**src/rtl/psync_pkg.sv**
```systemverilog
`timescale 1ns/100ps
package psync_pkg;
  // smallest chain that leaves one settle-only stage in front of the edge pair
  localparam int unsigned MIN_STAGES = 3;

  // destination edges from source valid rise to strobe visible
  function automatic int unsigned strobe_latency(input int unsigned stages,
                                                 input bit reg_out);
    return reg_out ? stages : stages - 1;
  endfunction
endpackage

```
**src/rtl/psync_rst_release.sv**
```systemverilog
`timescale 1ns/100ps
module psync_rst_release (
  input  logic clk,
  input  logic arst_n,
  output logic rst_n_o
);
  logic [1:0] rel_q, rel_d;

  always_comb begin
    rel_d = {rel_q[0], 1'b1};
  end

  always_ff @(posedge clk or negedge arst_n) begin
    if (!arst_n) rel_q <= 2'b00;
    else         rel_q <= rel_d;
  end

  assign rst_n_o = rel_q[1];
endmodule

```
**src/rtl/psync_chain.sv**
```systemverilog
`timescale 1ns/100ps
module psync_chain #(
  parameter int unsigned STAGES = 3
) (
  input  logic clk,
  input  logic rst_n,
  input  logic din,
  output logic newer_o,
  output logic older_o
);
  logic [STAGES-1:0] stg_q, stg_d;

  for (genvar i = 0; i < STAGES; i++) begin : g_stage
    if (i == 0) begin : g_head
      assign stg_d[i] = din;
    end else begin : g_body
      assign stg_d[i] = stg_q[i-1];
    end
  end

  always_ff @(posedge clk or negedge rst_n) begin
    if (!rst_n) stg_q <= '0;
    else        stg_q <= stg_d;
  end

  assign newer_o = stg_q[STAGES-2];
  assign older_o = stg_q[STAGES-1];
endmodule

```
**src/rtl/psync_edge.sv**
```systemverilog
`timescale 1ns/100ps
module psync_edge #(
  parameter bit REG_OUT = 1'b1
) (
  input  logic clk,
  input  logic rst_n,
  input  logic newer_i,
  input  logic older_i,
  output logic rise_o,
  output logic strobe_o
);
  assign rise_o = newer_i & ~older_i;

  if (REG_OUT) begin : g_reg
    logic strb_q, strb_d;
    always_comb begin
      strb_d = rise_o;
    end
    always_ff @(posedge clk or negedge rst_n) begin
      if (!rst_n) strb_q <= 1'b0;
      else        strb_q <= strb_d;
    end
    assign strobe_o = strb_q;
  end else begin : g_comb
    assign strobe_o = rise_o;
  end

  // the strobe is a single destination cycle wide
  assert_single_cycle_R3: assert property (@(posedge clk) disable iff (!rst_n)
    strobe_o |=> !strobe_o);
endmodule

```
**src/rtl/psync_data_hold.sv**
```systemverilog
`timescale 1ns/100ps
module psync_data_hold #(
  parameter int unsigned DATA_W  = 16,
  parameter int unsigned STAGES  = 3,
  parameter bit          REG_OUT = 1'b1
) (
  input  logic              clk,
  input  logic              rst_n,
  input  logic [DATA_W-1:0] din,
  input  logic              load_i,
  output logic [DATA_W-1:0] dout_o
);
  localparam int unsigned CAP = STAGES - 1;

  logic [DATA_W-1:0] cap_q [CAP];
  logic [DATA_W-1:0] cap_d [CAP];

  for (genvar i = 0; i < CAP; i++) begin : g_cap
    if (i == 0) begin : g_head
      assign cap_d[i] = din;
    end else begin : g_body
      assign cap_d[i] = cap_q[i-1];
    end
    always_ff @(posedge clk or negedge rst_n) begin
      if (!rst_n) cap_q[i] <= '0;
      else        cap_q[i] <= cap_d[i];
    end
  end

  if (REG_OUT) begin : g_reg
    logic [DATA_W-1:0] hold_q, hold_d;
    always_comb begin
      hold_d = hold_q;
      if (load_i) hold_d = cap_q[CAP-1];
    end
    always_ff @(posedge clk or negedge rst_n) begin
      if (!rst_n) hold_q <= '0;
      else        hold_q <= hold_d;
    end
    assign dout_o = hold_q;

    // the held word changes only after a detected edge
    assert_hold_between_R6: assert property (@(posedge clk) disable iff (!rst_n)
      !$stable(dout_o) |-> $past(load_i));
  end else begin : g_comb
    assign dout_o = cap_q[CAP-1];
  end
endmodule

```
**src/rtl/pulse_sync_s2f.sv**
```systemverilog
`timescale 1ns/100ps
module pulse_sync_s2f
  import psync_pkg::*;
#(
  parameter int unsigned DATA_W      = 16,
  parameter int unsigned SYNC_STAGES = 3,
  parameter bit          REG_STROBE  = 1'b1
) (
  input  logic              dst_clk,
  input  logic              rst_n,
  input  logic              src_valid_i,
  input  logic [DATA_W-1:0] src_data_i,
  output logic              dst_strobe_o,
  output logic [DATA_W-1:0] dst_data_o
);
  localparam int unsigned LAT   = strobe_latency(SYNC_STAGES, REG_STROBE);
  localparam int unsigned CNT_W = $clog2(LAT + 1);

  logic rst_int_n;
  logic stg_new, stg_old, rise;

  psync_rst_release u_rst (
    .clk     (dst_clk),
    .arst_n  (rst_n),
    .rst_n_o (rst_int_n)
  );

  psync_chain #(.STAGES(SYNC_STAGES)) u_chain (
    .clk     (dst_clk),
    .rst_n   (rst_int_n),
    .din     (src_valid_i),
    .newer_o (stg_new),
    .older_o (stg_old)
  );

  psync_edge #(.REG_OUT(REG_STROBE)) u_edge (
    .clk      (dst_clk),
    .rst_n    (rst_int_n),
    .newer_i  (stg_new),
    .older_i  (stg_old),
    .rise_o   (rise),
    .strobe_o (dst_strobe_o)
  );

  psync_data_hold #(
    .DATA_W  (DATA_W),
    .STAGES  (SYNC_STAGES),
    .REG_OUT (REG_STROBE)
  ) u_data (
    .clk    (dst_clk),
    .rst_n  (rst_int_n),
    .din    (src_data_i),
    .load_i (rise),
    .dout_o (dst_data_o)
  );

  // cycles since internal reset release, saturating at LAT (guards R7)
  logic [CNT_W-1:0] quiet_q, quiet_d;
  always_comb begin
    quiet_d = quiet_q;
    if (quiet_q != CNT_W'(LAT)) quiet_d = quiet_q + 1'b1;
  end
  always_ff @(posedge dst_clk or negedge rst_int_n) begin
    if (!rst_int_n) quiet_q <= '0;
    else            quiet_q <= quiet_d;
  end

  // no strobe can emerge before a pulse could have crossed the chain
  assert_quiet_after_reset_R7: assert property (@(posedge dst_clk) disable iff (!rst_int_n)
    (quiet_q < CNT_W'(LAT)) |-> !dst_strobe_o);

  // a valid level already resident in the oldest stage yields no further strobe
  assert_one_per_level_R2: assert property (@(posedge dst_clk) disable iff (!rst_int_n)
    (stg_old && $past(stg_old)) |-> !dst_strobe_o);
endmodule

```
**config.mk**
```make
export PLATFORM = sky130hd
export DESIGN_NAME = pulse_sync_s2f
export DESIGN_NICKNAME = d
export VERILOG_FILES = /design/src/rtl/psync_pkg.sv /design/src/rtl/psync_rst_release.sv /design/src/rtl/psync_chain.sv /design/src/rtl/psync_edge.sv /design/src/rtl/psync_data_hold.sv /design/src/rtl/pulse_sync_s2f.sv
export SDC_FILE = /design/constraint.sdc
export NUM_CORES = 1
export LEC_CHECK = 0
export ABC_AREA = 1
export BUFFER_PORTS_ARGS = -buffer_cell sky130_fd_sc_hd__buf_2
export CAP_MARGIN = 5
export CORE_MARGIN = 5
export CORE_UTILIZATION = 50
export DETAILED_ROUTE_END_ITERATION = 8
export GPL_TIMING_DRIVEN = 0
export HOLD_SLACK_MARGIN = 0.05
export PLACE_DENSITY = 0.82
export SLEW_MARGIN = 20
export SYNTH_ARGS = -nofsm -noshare
export SYNTH_HDL_FRONTEND = slang
export SYNTH_SLANG_ARGS = --single-unit
```
**constraint.sdc**
```tcl
create_clock -name dst_clk -period 2.8 [get_ports dst_clk]
set_clock_uncertainty 0.2 [all_clocks]
set_input_delay 0.56 -clock dst_clk [delete_from_list [all_inputs] [get_ports dst_clk]]
set_output_delay 0.56 -clock dst_clk [all_outputs]
set_load 0.02 [all_outputs]
```
# [Word level (Yosys, flattened, before mapping)]
# Cells that the tools add are included.
[word_totals] register_bits=54 latchBits=0 mem_bits_rw=0 rom_bits=0 elab_cells=8 mem_count=0
[classes] add_sub_neg=0 multipliers=0 n_div=0 n_lt_le_gt_ge=0 eq_ne=0 shifts=0 mux=0 bitwise=2 n_reduce_logical=0
[op_table] operator="bitwise AND 1 bit" count=1
[op_table] operator="NOT 1 bit" count=1

# [Depth between registers and ports, before layout]
# Gate-level depths: netlist of the first run.
[depth] ltp_word=2 ltp_mapped=5

# [Cells and area by module]
# From an unflattened synthesis of the first run, not the netlist that was laid out.
[hier_totals] hier_cells=109 area_unflattened_um2=1609.0
[by_module_without_submodules] module="psync_data_hold" n_inst=1 cells_per_inst=100 area_per_inst_um2=1445.1 seq_area_each_um2=1201.2
[by_module_without_submodules] module="psync_chain" n_inst=1 cells_per_inst=3 area_per_inst_um2=75.1 seq_area_each_um2=75.1
[by_module_without_submodules] module="psync_rst_release" n_inst=1 cells_per_inst=3 area_per_inst_um2=53.8 seq_area_each_um2=50.0
[by_module_without_submodules] module="psync_edge" n_inst=1 cells_per_inst=3 area_per_inst_um2=35.0 seq_area_each_um2=25.0

# [Worst setup path before layout of the first run]
# OpenSTA, ideal clock, no wires.
[synth_path] path_type="reg2out" start="register u_data.g_reg.hold_q[7] (netlist: u_data.dout_o[7])" end="output port dst_data_o[7]" arrival_ns=0.435 required_ns=2.040 setup_slack_ns=1.605 stages_incl_launch_ff=1 path_buffers=0 cell_sequence="dfrtp_1"
[synth_rtl] item="from (decl)" line_no="psync_data_hold.sv:31" rtl="logic [DATA_W-1:0] hold_q, hold_d;"
[synth_rtl] item="from (signal assigned)" line_no="psync_data_hold.sv:38" rtl="else hold_q <= hold_d;"
[synth_rtl] item="to (decl)" line_no="pulse_sync_s2f.sv:14" rtl="output logic [DATA_W-1:0] dst_data_o"
# No word-level cell between the ends.

# [Worst setup path in the final report of the first run]
[layout_path] start="register u_data.g_reg.hold_q[10] (netlist: u_data.dout_o[10])" end="output port dst_data_o[10]"
# No word-level cell between the ends.

==> flow_summary.json, run 1 <==
{
  "status": "complete, no violations",
  "power.density_cell_area_nw_per_um2": 679,
  "fmax_ghz": 0.593,
  "path_max_fanout": 2,
  "num_antenna_cells": 0,
  "grt_util_all_layers": 0.131,
  "final_antenna_net_count": 0,
  "yosys_register_bits": 54,
  "placementRows": 20,
  "routed-via-count": 882,
  "layout.cell_area.non_filler_um2": 1980,
  "timing.critical_path.slowest_stage_cell": "sky130_fd_sc_hd__dfrtp_1",
  "syn-num-nets": 129,
  "post_synth.cell_area_avg_um2": 14.9,
  "cts_tree": "yes",
  "dr.pass1.iters": 4,
  "grt_pass1_vias": 972,
  "final_max_slew_viol_count": 0,
  "max_cap_viol_count": 0,
  "grt_start_max_net_pins": 38,
  "detailed_place.area_um2": 1890,
  "worst_hold_slack_ns": 0.0378,
  "place_inst": 190,
  "dieArea_um2": 4530,
  "global_route_wire_length_before_repair_mm": 4.28,
  "internal-power_mw": 1.01,
  "regToRegStartpoint": "u_rst.rel_q[1]",
  "fin_nets": 174,
  "worst_pin_slew_ns": 0.653,
  "cts_post_setup_buffers_inserted": 0,
  "rsz0062_at_grt": "no",
  "avgViaCountPerCell": 4.41,
  "clock_transition_at_the_register_clock_pins_on_the_worst_setup_and_hold_paths_after_cts_ns": 0.14,
  "power.switching_fraction": 0.247,
  "worstSetupEndpointType": "primary output",
  "net-switching-power_uw": 331,
  "synth_cell_type_count": 11,
  "overflow": 0,
  "cts_repair_resize_count": 0,
  "finalWirelength_mm": 2.37,
  "timing.critical_path.from": "u_data.dout_o[10]",
  "arrival_ns": 0.93,
  "die_y_um": 67.3,
  "post_detailed_route_wirelength_per_cell_um": 11.8,
  "power.static_leakage_nw": 1.02,
  "final-hold-violation-count": 0,
  "cts.root.buffer_cell": "sky130_fd_sc_hd__clkbuf_4",
  "post-route-min-period_ns": 1.69,
  "layout.filler_cells": 247,
  "slowest_delay_ns": 0.42,
  "worst-endpoint-required_ns": 2.04,
  "count_of_unresolved_drc_violations_after_routing": 0,
  "layout.cells.non_filler": 200,
  "chipWidth_um": 67.3,
  "crit_family": "flip-flops",
  "timing.slew.headroom": 0.563,
  "boundaryPins": 36,
  "peakVddDrop_mv": 0.422,
  "fraction_of_layout_cells_with_a_size_suffix_above_1": 0.340,
  "first_iter_violations": 53,
  "area_of_the_core_um2": 3100,
  "period_share": 0.602,
  "worstPathBufferInverterCount": 1,
  "tritoncts_num_sinks": 54,
  "hold_path.class": "reg2async",
  "synthesis.area_um2": 1640,
  "combinationalPowerShare": 0.110,
  "power_frac_clock": 0.249,
  "final.setup.tns_ns": 0,
  "synthesis.yosys.warnings": 0,
  "startpoint_type": "flip-flop",
  "netlist_instances": 110,
  "grt_antenna_before_repair": 0,
  "clock_latency_ns": 0.35,
  "cts-buffers-inserted": 5,
  "initial_utilization": 0.529,
  "dp_hpwl_mm": 1.77,
  "timing.setup.critical_path_class": "reg2out",
  "clock_tree.htree_level_count": 2,
  "cts.path.max_buffers": 2,
  "areaGrowthSynthToFinish_pct": 20.4,
  "gp_routability_congestion": 0.712,
  "synth_sequential_area_ratio": 0.824,
  "ordered_cell_list_for_the_critical_path": "buf_2",
  "placement.io_buffers": 35,
  "final_util": 0.637,
  "setup_viol": 0,
  "seq_power_share": 0.641
}
## sequential cells by signal (all words and copies together) (netlist names)
register / count
u_data.cap_d: 16
u_edge.strobe_o: 1
u_chain.stg_q: 3
u_data.dout_o: 16
u_data.cap_q: 16
u_rst.rel_q: 2
## stage by stage
| stage | power, mW | setup WS (ns) |
|---|---|---|
| floorplan | 0.962 | 0.985 |
| global route | 1.42 | 1.05 |
| detailed placement | 1.03 | 1.51 |
| finish | 1.34 | 1.11 |
| global placement | 1.01 | 0.723 |
| CTS | 1.36 | 1.09 |
## cell type report
cell class                      instances  area [µm²]  share of cell area
Timing Repair Buffer                   38         215               0.109
Tap cell                               44        55.1              0.0279
Clock inverter                          2        12.5             0.00633
Sequential cell                        54        1350               0.685
Buffer                                  4        47.5              0.0241
Multi-Input combinational cell         50         231               0.117
Inverter                                2        10.0             0.00507
Clock buffer                            6        51.3              0.0260
## power groups by stage
stage                     sequential, mW  combinational (mW)  clock [mW]
after global placement             0.883               0.129           0
after CTS                          0.861               0.152       0.351
final                              0.860               0.148       0.334
after floorplan                    0.920              0.0421           0
after detailed placement           0.880               0.145           0
after global routing               0.867               0.165       0.384
## cell families (layout without fill, tap and decap cells)
| family | count (synthesis) | in the layout | share of synthesized area |
|---|---|---|---|
| other | 1 | 1 | 0.00229 |
| flip-flops | 54 | 54 | 0.824 |
| AND/OR/NAND/NOR | 49 | 49 | 0.139 |
| buffers and inverters | 6 | 52 | 0.0351 |
## path summary, 6_finish.rpt
path,endpoint,slack (ns),cells after the start
max,dst_data_o[10],1.11,1
min,u_data.cap_q[0],0.04,1
max reg2reg,u_data.cap_d[14],1.30,1
min reg2reg,u_data.cap_q[0],0.04,1
max in group asynchronous,u_data.cap_d[14],1.30,1
min in group dst_clk,u_data.cap_d[7],0.11,1
## metal layers
layer,global-route usage,routed length (µm)
met3,0.0349,117
met2,0.216,1220
met5,0,0
met1,0.153,988
met4,0.0810,41
## cells in the mapped netlist (all sizes together)
| library cell | instances | share of area |
|---|---|---|
| dfrtp | 54 | 0.82 |
| nand2 | 33 | 0.087 |
| nand3 | 16 | 0.052 |
| buf | 3 | 0.021 |
| inv | 2 | 0.0061 |
| clkbuf | 1 | 0.0084 |
| conb | 1 | 0.0023 |
## cells in the final DEF, fill, tap and decap left out
cell,count
sky130_fd_sc_hd__conb_1,1
sky130_fd_sc_hd__inv_1,1
sky130_fd_sc_hd__buf_6,3
sky130_fd_sc_hd__nand2_8,1
sky130_fd_sc_hd__nand2_2,1
sky130_fd_sc_hd__buf_2,35
sky130_fd_sc_hd__inv_4,1
sky130_fd_sc_hd__nand3_1,15
sky130_fd_sc_hd__dlygate4sd3_1,2
sky130_fd_sc_hd__nand3_2,1
sky130_fd_sc_hd__clkinv_2,1
sky130_fd_sc_hd__clkbuf_4,5
sky130_fd_sc_hd__buf_12,1
sky130_fd_sc_hd__dfrtp_1,53
sky130_fd_sc_hd__clkbuf_8,2
sky130_fd_sc_hd__dfrtp_2,1
sky130_fd_sc_hd__clkinvlp_4,1
sky130_fd_sc_hd__nand2_1,31
## repair_timing
item                                    in CTS  in global routing
hold buffers                                 2                  0
endpoints found under the hold margin       17                  0
endpoints found under the setup margin       0                  0
(Power assumes the default switching activity.)
==> run 2, diff against run 1 <==
==> constraint.sdc (replaced) <==
create_clock -name dst_clk -period 1.6 [get_ports dst_clk]
set_clock_uncertainty 0.2 [all_clocks]
set_input_delay 0.32 -clock dst_clk [delete_from_list [all_inputs] [get_ports dst_clk]]
set_output_delay 0.32 -clock dst_clk [all_outputs]
set_load 0.02 [all_outputs]
==> run 2 against run 1 <==
Effect of this change:
- cell count rose by 8.0%
- register-to-register slack got worse by 0.90 ns
- first-iteration DRC count rose by 5.7%
- sequential cell count did not move
- global-route usage rose by 0.88 points
- sequential power rose by 78%
- design area rose by 7.5%
==> flow_summary.json, run 2 (synthesis gave the netlist of run 1 again) <==
{
  "peakVddDrop_mv": 0.792,
  "final_antenna_net_count": 0,
  "fmax_ghz": 0.691,
  "grt_start_max_net_pins": 53,
  "overflow": 0,
  "arrival_ns": 0.93,
  "capturing_point_of_the_worst_reg2reg_path": "u_data.dout_o[6]",
  "path_max_fanout": 2,
  "avgViaCountPerCell": 4.35,
  "cts_tree": "yes",
  "placement.io_buffers": 35,
  "combinationalPowerShare": 0.113,
  "grt_antenna_before_repair": 0,
  "worst-endpoint-required_ns": 1.08,
  "setup.reg_to_reg.worst_slack_ns": 0.40,
  "final_max_slew_viol_count": 0,
  "finalWirelength_mm": 2.60,
  "gp_routability_congestion": 0.682,
  "worst-r2r-cell-count": 5,
  "global_route_wire_length_before_repair_mm": 4.55,
  "fraction_of_layout_cells_with_a_size_suffix_above_1": 0.297,
  "power_frac_clock": 0.244,
  "period_share": 0.905,
  "final-hold-violation-count": 0,
  "timing.critical_path.from": "u_data.dout_o[6]",
  "cts_repair_resize_count": 0,
  "dieArea_um2": 4530,
  "power.static_leakage_nw": 1.08,
  "worstPathBufferInverterCount": 1,
  "count_of_unresolved_drc_violations_after_routing": 0,
  "first_iter_violations": 56,
  "worst_pin_slew_ns": 0.608,
  "detailed_place.area_um2": 1870,
  "cts-buffers-inserted": 5,
  "power.density_cell_area_nw_per_um2": 1120,
  "grt_util_all_layers": 0.140,
  "num_antenna_cells": 0,
  "placementRows": 20,
  "clock_transition_at_the_register_clock_pins_on_the_worst_setup_and_hold_paths_after_cts_ns": 0.13,
  "die_y_um": 67.3,
  "boundaryPins": 36,
  "regToRegStartpoint": "u_chain.stg_q[1]",
  "grt_pass1_vias": 995,
  "startpoint_type": "flip-flop",
  "areaGrowthSynthToFinish_pct": 29.5,
  "leading_cell_type_in_the_layout_fill_and_taps_excluded": "sky130_fd_sc_hd__dfrtp_1",
  "hold_path.class": "reg2async",
  "tritoncts_num_sinks": 54,
  "chipWidth_um": 67.3,
  "area_of_the_core_um2": 3100,
  "seq_power_share": 0.643,
  "post_detailed_route_wirelength_per_cell_um": 12.0,
  "net-switching-power_uw": 578,
  "ordered_cell_list_for_the_critical_path": "buf_2",
  "timing.slew.headroom": 0.595,
  "power.switching_fraction": 0.244,
  "cts.path.max_buffers": 2,
  "clock_latency_ns": 0.34,
  "setup_viol": 0,
  "status": "complete, no violations",
  "layout.cell_area.non_filler_um2": 2120,
  "final.setup.tns_ns": 0,
  "routed-via-count": 940,
  "slowest_delay_ns": 0.41,
  "cts.root.buffer_cell": "sky130_fd_sc_hd__clkbuf_4",
  "timing.critical_path.slowest_stage_cell": "sky130_fd_sc_hd__dfrtp_1",
  "worstSetupEndpointType": "primary output",
  "layout.filler_cells": 231,
  "crit_family": "flip-flops",
  "timing.critical_path.depth": 1,
  "top_library_cells_by_usage_in_the_layout_fill_and_taps_aside": "sky130_fd_sc_hd__dfrtp_1, sky130_fd_sc_hd__buf_2, sky130_fd_sc_hd__nand2_1",
  "post-route-min-period_ns": 1.45,
  "fin_nets": 190,
  "clock_tree.htree_level_count": 2,
  "max_cap_viol_count": 0,
  "cp-endpoint": "dst_data_o[6]",
  "timing.setup.critical_path_class": "reg2out",
  "dp_hpwl_mm": 1.71,
  "internal-power_mw": 1.79,
  "rsz0062_at_grt": "no",
  "dr.pass1.iters": 4,
  "worst_hold_slack_ns": 0.157,
  "initial_utilization": 0.529
}
[run 2: per-stage QoR]
stage | setup slack, ns | std cells | util | total power [mW]
floorplan | 0.464 | 110 | - | 1.68
global placement | 0.323 | 189 | 0.603 | 1.77
detailed placement | 0.229 | 189 | 0.603 | 1.79
CTS | 0.132 | 216 | 0.684 | 2.41
global route | 0.0910 | 216 | 0.685 | 2.50
finish | 0.152 | 216 | 0.685 | 2.37
[run 2: worst min-delay path by stage]
stage,start,end,slack [ns],depth (start not counted)
2_1_floorplan,rst_n,u_rst.rel_q[0],-0.18,0
6_report,u_rst.rel_q[1],u_data.cap_q[8],0.16,0
5_1_grt,u_data.cap_d[5],u_data.cap_q[5],0.17,0
3_5_place_dp,rst_n,u_rst.rel_q[0],-0.09,1
3_3_place_gp,rst_n,u_rst.rel_q[0],-0.09,1
4_1_cts,u_data.cap_d[8],u_data.cap_q[8],0.16,0
[run 2: area by class of cell]
type,count,area [µm²],area share
multi-input combinational,50,231,0.109
tap,44,55.1,0.0259
sequential,54,1360,0.638
timing repair buffer,54,365,0.172
buffer,4,47.5,0.0224
clock buffer,7,55.1,0.0259
inverter,2,10.0,0.00471
clock inverter,1,5.00,0.00236
[run 2: power groups by stage]
stage                     registers [mW]  logic (mW)  clock network [mW]
after floorplan                     1.61      0.0737                   0
after global placement              1.55       0.226                   0
after detailed placement            1.55       0.234                   0
after CTS                           1.53       0.272               0.606
after global routing                1.55       0.294               0.664
final                               1.53       0.269               0.578
[run 2: layer usage]
metal	track usage	vias to the layer above	part of all wire
met5	0	-	0
met3	0.0566	2	0.058
met1	0.167	454	0.39
met2	0.236	22	0.54
met4	0.0380	0	0.0088
li1	-	462	-
[run 2: what timing repair did]
| action | in CTS | in global routing |
|---|---|---|
| endpoints found under the hold margin | 19 | 0 |
| buffers inserted | 0 | 0 |
| hold buffers | 19 | 0 |
==> run 3, diff against run 2 <==
==> constraint.sdc (replaced) <==
create_clock -name dst_clk -period 1.87 [get_ports dst_clk]
set_clock_uncertainty 0.2 [all_clocks]
set_input_delay 0.374 -clock dst_clk [delete_from_list [all_inputs] [get_ports dst_clk]]
set_output_delay 0.374 -clock dst_clk [all_outputs]
set_load 0.02 [all_outputs]
==> run 3 against run 2 <==
Effect of this change:
- total power is 14% lower
- sequential share of layout area fell by 0.75 points
- setup slack better by 0.22 ns
- via count grew 0.53%
- routed wire length increased by 4.3%
==> flow_summary.json, run 3 (synthesis gave the netlist of run 1 again) <==
{
  "status": "complete, no violations",
  "fmax_ghz": 0.666,
  "fin_nets": 191,
  "tritoncts_num_sinks": 54,
  "post-route-min-period_ns": 1.50,
  "use_met1": 0.177,
  "first_iter_violations": 54,
  "peakVddDrop_mv": 0.646,
  "overflow": 0,
  "detailed_place.area_um2": 1890,
  "worst_pin_slew_ns": 0.645,
  "leading_cell_type_in_the_layout_fill_and_taps_excluded": "sky130_fd_sc_hd__dfrtp_1",
  "cts.root.buffer_cell": "sky130_fd_sc_hd__clkbuf_4",
  "rsz0062_at_grt": "no",
  "slowest_delay_ns": 0.42,
  "final_antenna_net_count": 0,
  "regToRegStartpoint": "u_rst.rel_q[1]",
  "final-hold-violation-count": 0,
  "placementRows": 20,
  "cts_repair_resize_count": 0,
  "layout.filler_cells": 225,
  "avgViaCountPerCell": 4.35,
  "crit_family": "flip-flops",
  "max_cap_viol_count": 0,
  "layout.cell_area.non_filler_um2": 2150,
  "grt_antenna_before_repair": 0,
  "dr.pass1.iters": 4,
  "areaGrowthSynthToFinish_pct": 30.8,
  "grt_util_met2": 0.250,
  "busiest_layer": "met2",
  "preCtsSetupSlack_ns": 0.723,
  "routed-via-count": 945,
  "die_y_um": 67.3,
  "fraction_of_layout_cells_with_a_size_suffix_above_1": 0.306,
  "finalWirelength_mm": 2.71,
  "count_of_unresolved_drc_violations_after_routing": 0,
  "dieArea_um2": 4530,
  "worst_hold_slack_ns": 0.0458,
  "period_share": 0.802,
  "final_max_slew_viol_count": 0,
  "arrival_ns": 0.93,
  "top_library_cells_by_usage_in_the_layout_fill_and_taps_aside": "sky130_fd_sc_hd__dfrtp_1, sky130_fd_sc_hd__buf_2, sky130_fd_sc_hd__nand2_1",
  "grt_util_all_layers": 0.148,
  "power.density_cell_area_nw_per_um2": 953,
  "timing.setup.critical_path_class": "reg2out",
  "placement.io_buffers": 35,
  "power.total_mw": 2.04,
  "timing.critical_path.from": "u_data.dout_o[10]",
  "cts-buffers-inserted": 5,
  "gp_routability_congestion": 0.712,
  "grt_start_max_net_pins": 38,
  "boundaryPins": 36,
  "grt.met3_usage": 0.0316,
  "worstPathBufferInverterCount": 1,
  "layout.cells.non_filler": 217,
  "worst-endpoint-required_ns": 1.30,
  "post_detailed_route_wirelength_per_cell_um": 12.5,
  "initial_utilization": 0.529,
  "path_max_fanout": 2,
  "timing.slew.headroom": 0.568,
  "timing.critical_path.slowest_stage_cell": "sky130_fd_sc_hd__dfrtp_1",
  "worst_slack_ns": 0.369,
  "power.static_leakage_nw": 1.09,
  "startpoint_type": "flip-flop",
  "setup_viol": 0,
  "dp_hpwl_mm": 1.77,
  "cts_tree": "yes",
  "clock_tree.htree_level_count": 2,
  "global_route_wire_length_before_repair_mm": 4.77,
  "clock_latency_ns": 0.35,
  "cts_post_setup_buffers_inserted": 0,
  "num_antenna_cells": 0,
  "hold_path.class": "reg2async",
  "area_of_the_core_um2": 3100,
  "clock_transition_at_the_register_clock_pins_on_the_worst_setup_and_hold_paths_after_cts_ns": 0.14,
  "chipWidth_um": 67.3,
  "grt_pass1_vias": 1029,
  "ordered_cell_list_for_the_critical_path": "buf_2",
  "cts.path.max_buffers": 2,
  "worstSetupEndpointType": "primary output",
  "place_inst": 190
}
## run 3: layout make-up
type / instances / area (µm²) / share of cell area
Multi-Input combinational cell: 50 / 231 / 0.108
Tap cell: 44 / 55.1 / 0.0257
Buffer: 4 / 47.5 / 0.0222
Timing Repair Buffer: 55 / 385 / 0.180
Clock buffer: 6 / 51.3 / 0.0239
Clock inverter: 2 / 12.5 / 0.00583
Inverter: 2 / 10.0 / 0.00466
Sequential cell: 54 / 1350 / 0.630
## run 3: layer usage
metal	share of wire	vias to the layer above	wire length, µm
met4	0.013	0	34
li1	-	466	-
met2	0.54	27	1460
met1	0.41	450	1110
met5	0	-	0
met3	0.040	2	109
## run 3: timing repair
action,4_1_cts,5_1_grt
hold buffers,19,0
endpoints found under the hold margin,34,0
endpoints found under the setup margin,0,0
## run 3: final timing paths
kind | endpoint | slack [ns] | depth (start not counted)
worst max-delay path | dst_data_o[10] | 0.37 | 1
worst min-delay path | u_data.cap_q[0] | 0.05 | 1
worst max register to register | u_data.cap_d[9] | 0.38 | 1
worst min register to register | u_data.cap_q[0] | 0.05 | 1
max in group asynchronous | u_data.cap_d[9] | 0.38 | 1
min in group dst_clk | u_data.cap_q[10] | 0.16 | 0
## run 3: power breakdown
group | total (mW) | switching, mW | internal (mW) | leakage (nW)
clock network | 0.506 | 0.324 | 0.182 | 0.0343
logic | 0.251 | 0.146 | 0.105 | 0.417
registers | 1.29 | 0.0359 | 1.25 | 0.641
total | 2.04 | 0.506 | 1.54 | 1.09
## run 3: metrics by stage
stage	util	TNS [ns]
3_5_place_dp	0.610	0
6_report	0.692	0
4_1_cts	0.692	0
2_1_floorplan	-	0
3_3_place_gp	0.603	-10.69
5_1_grt	0.692	0
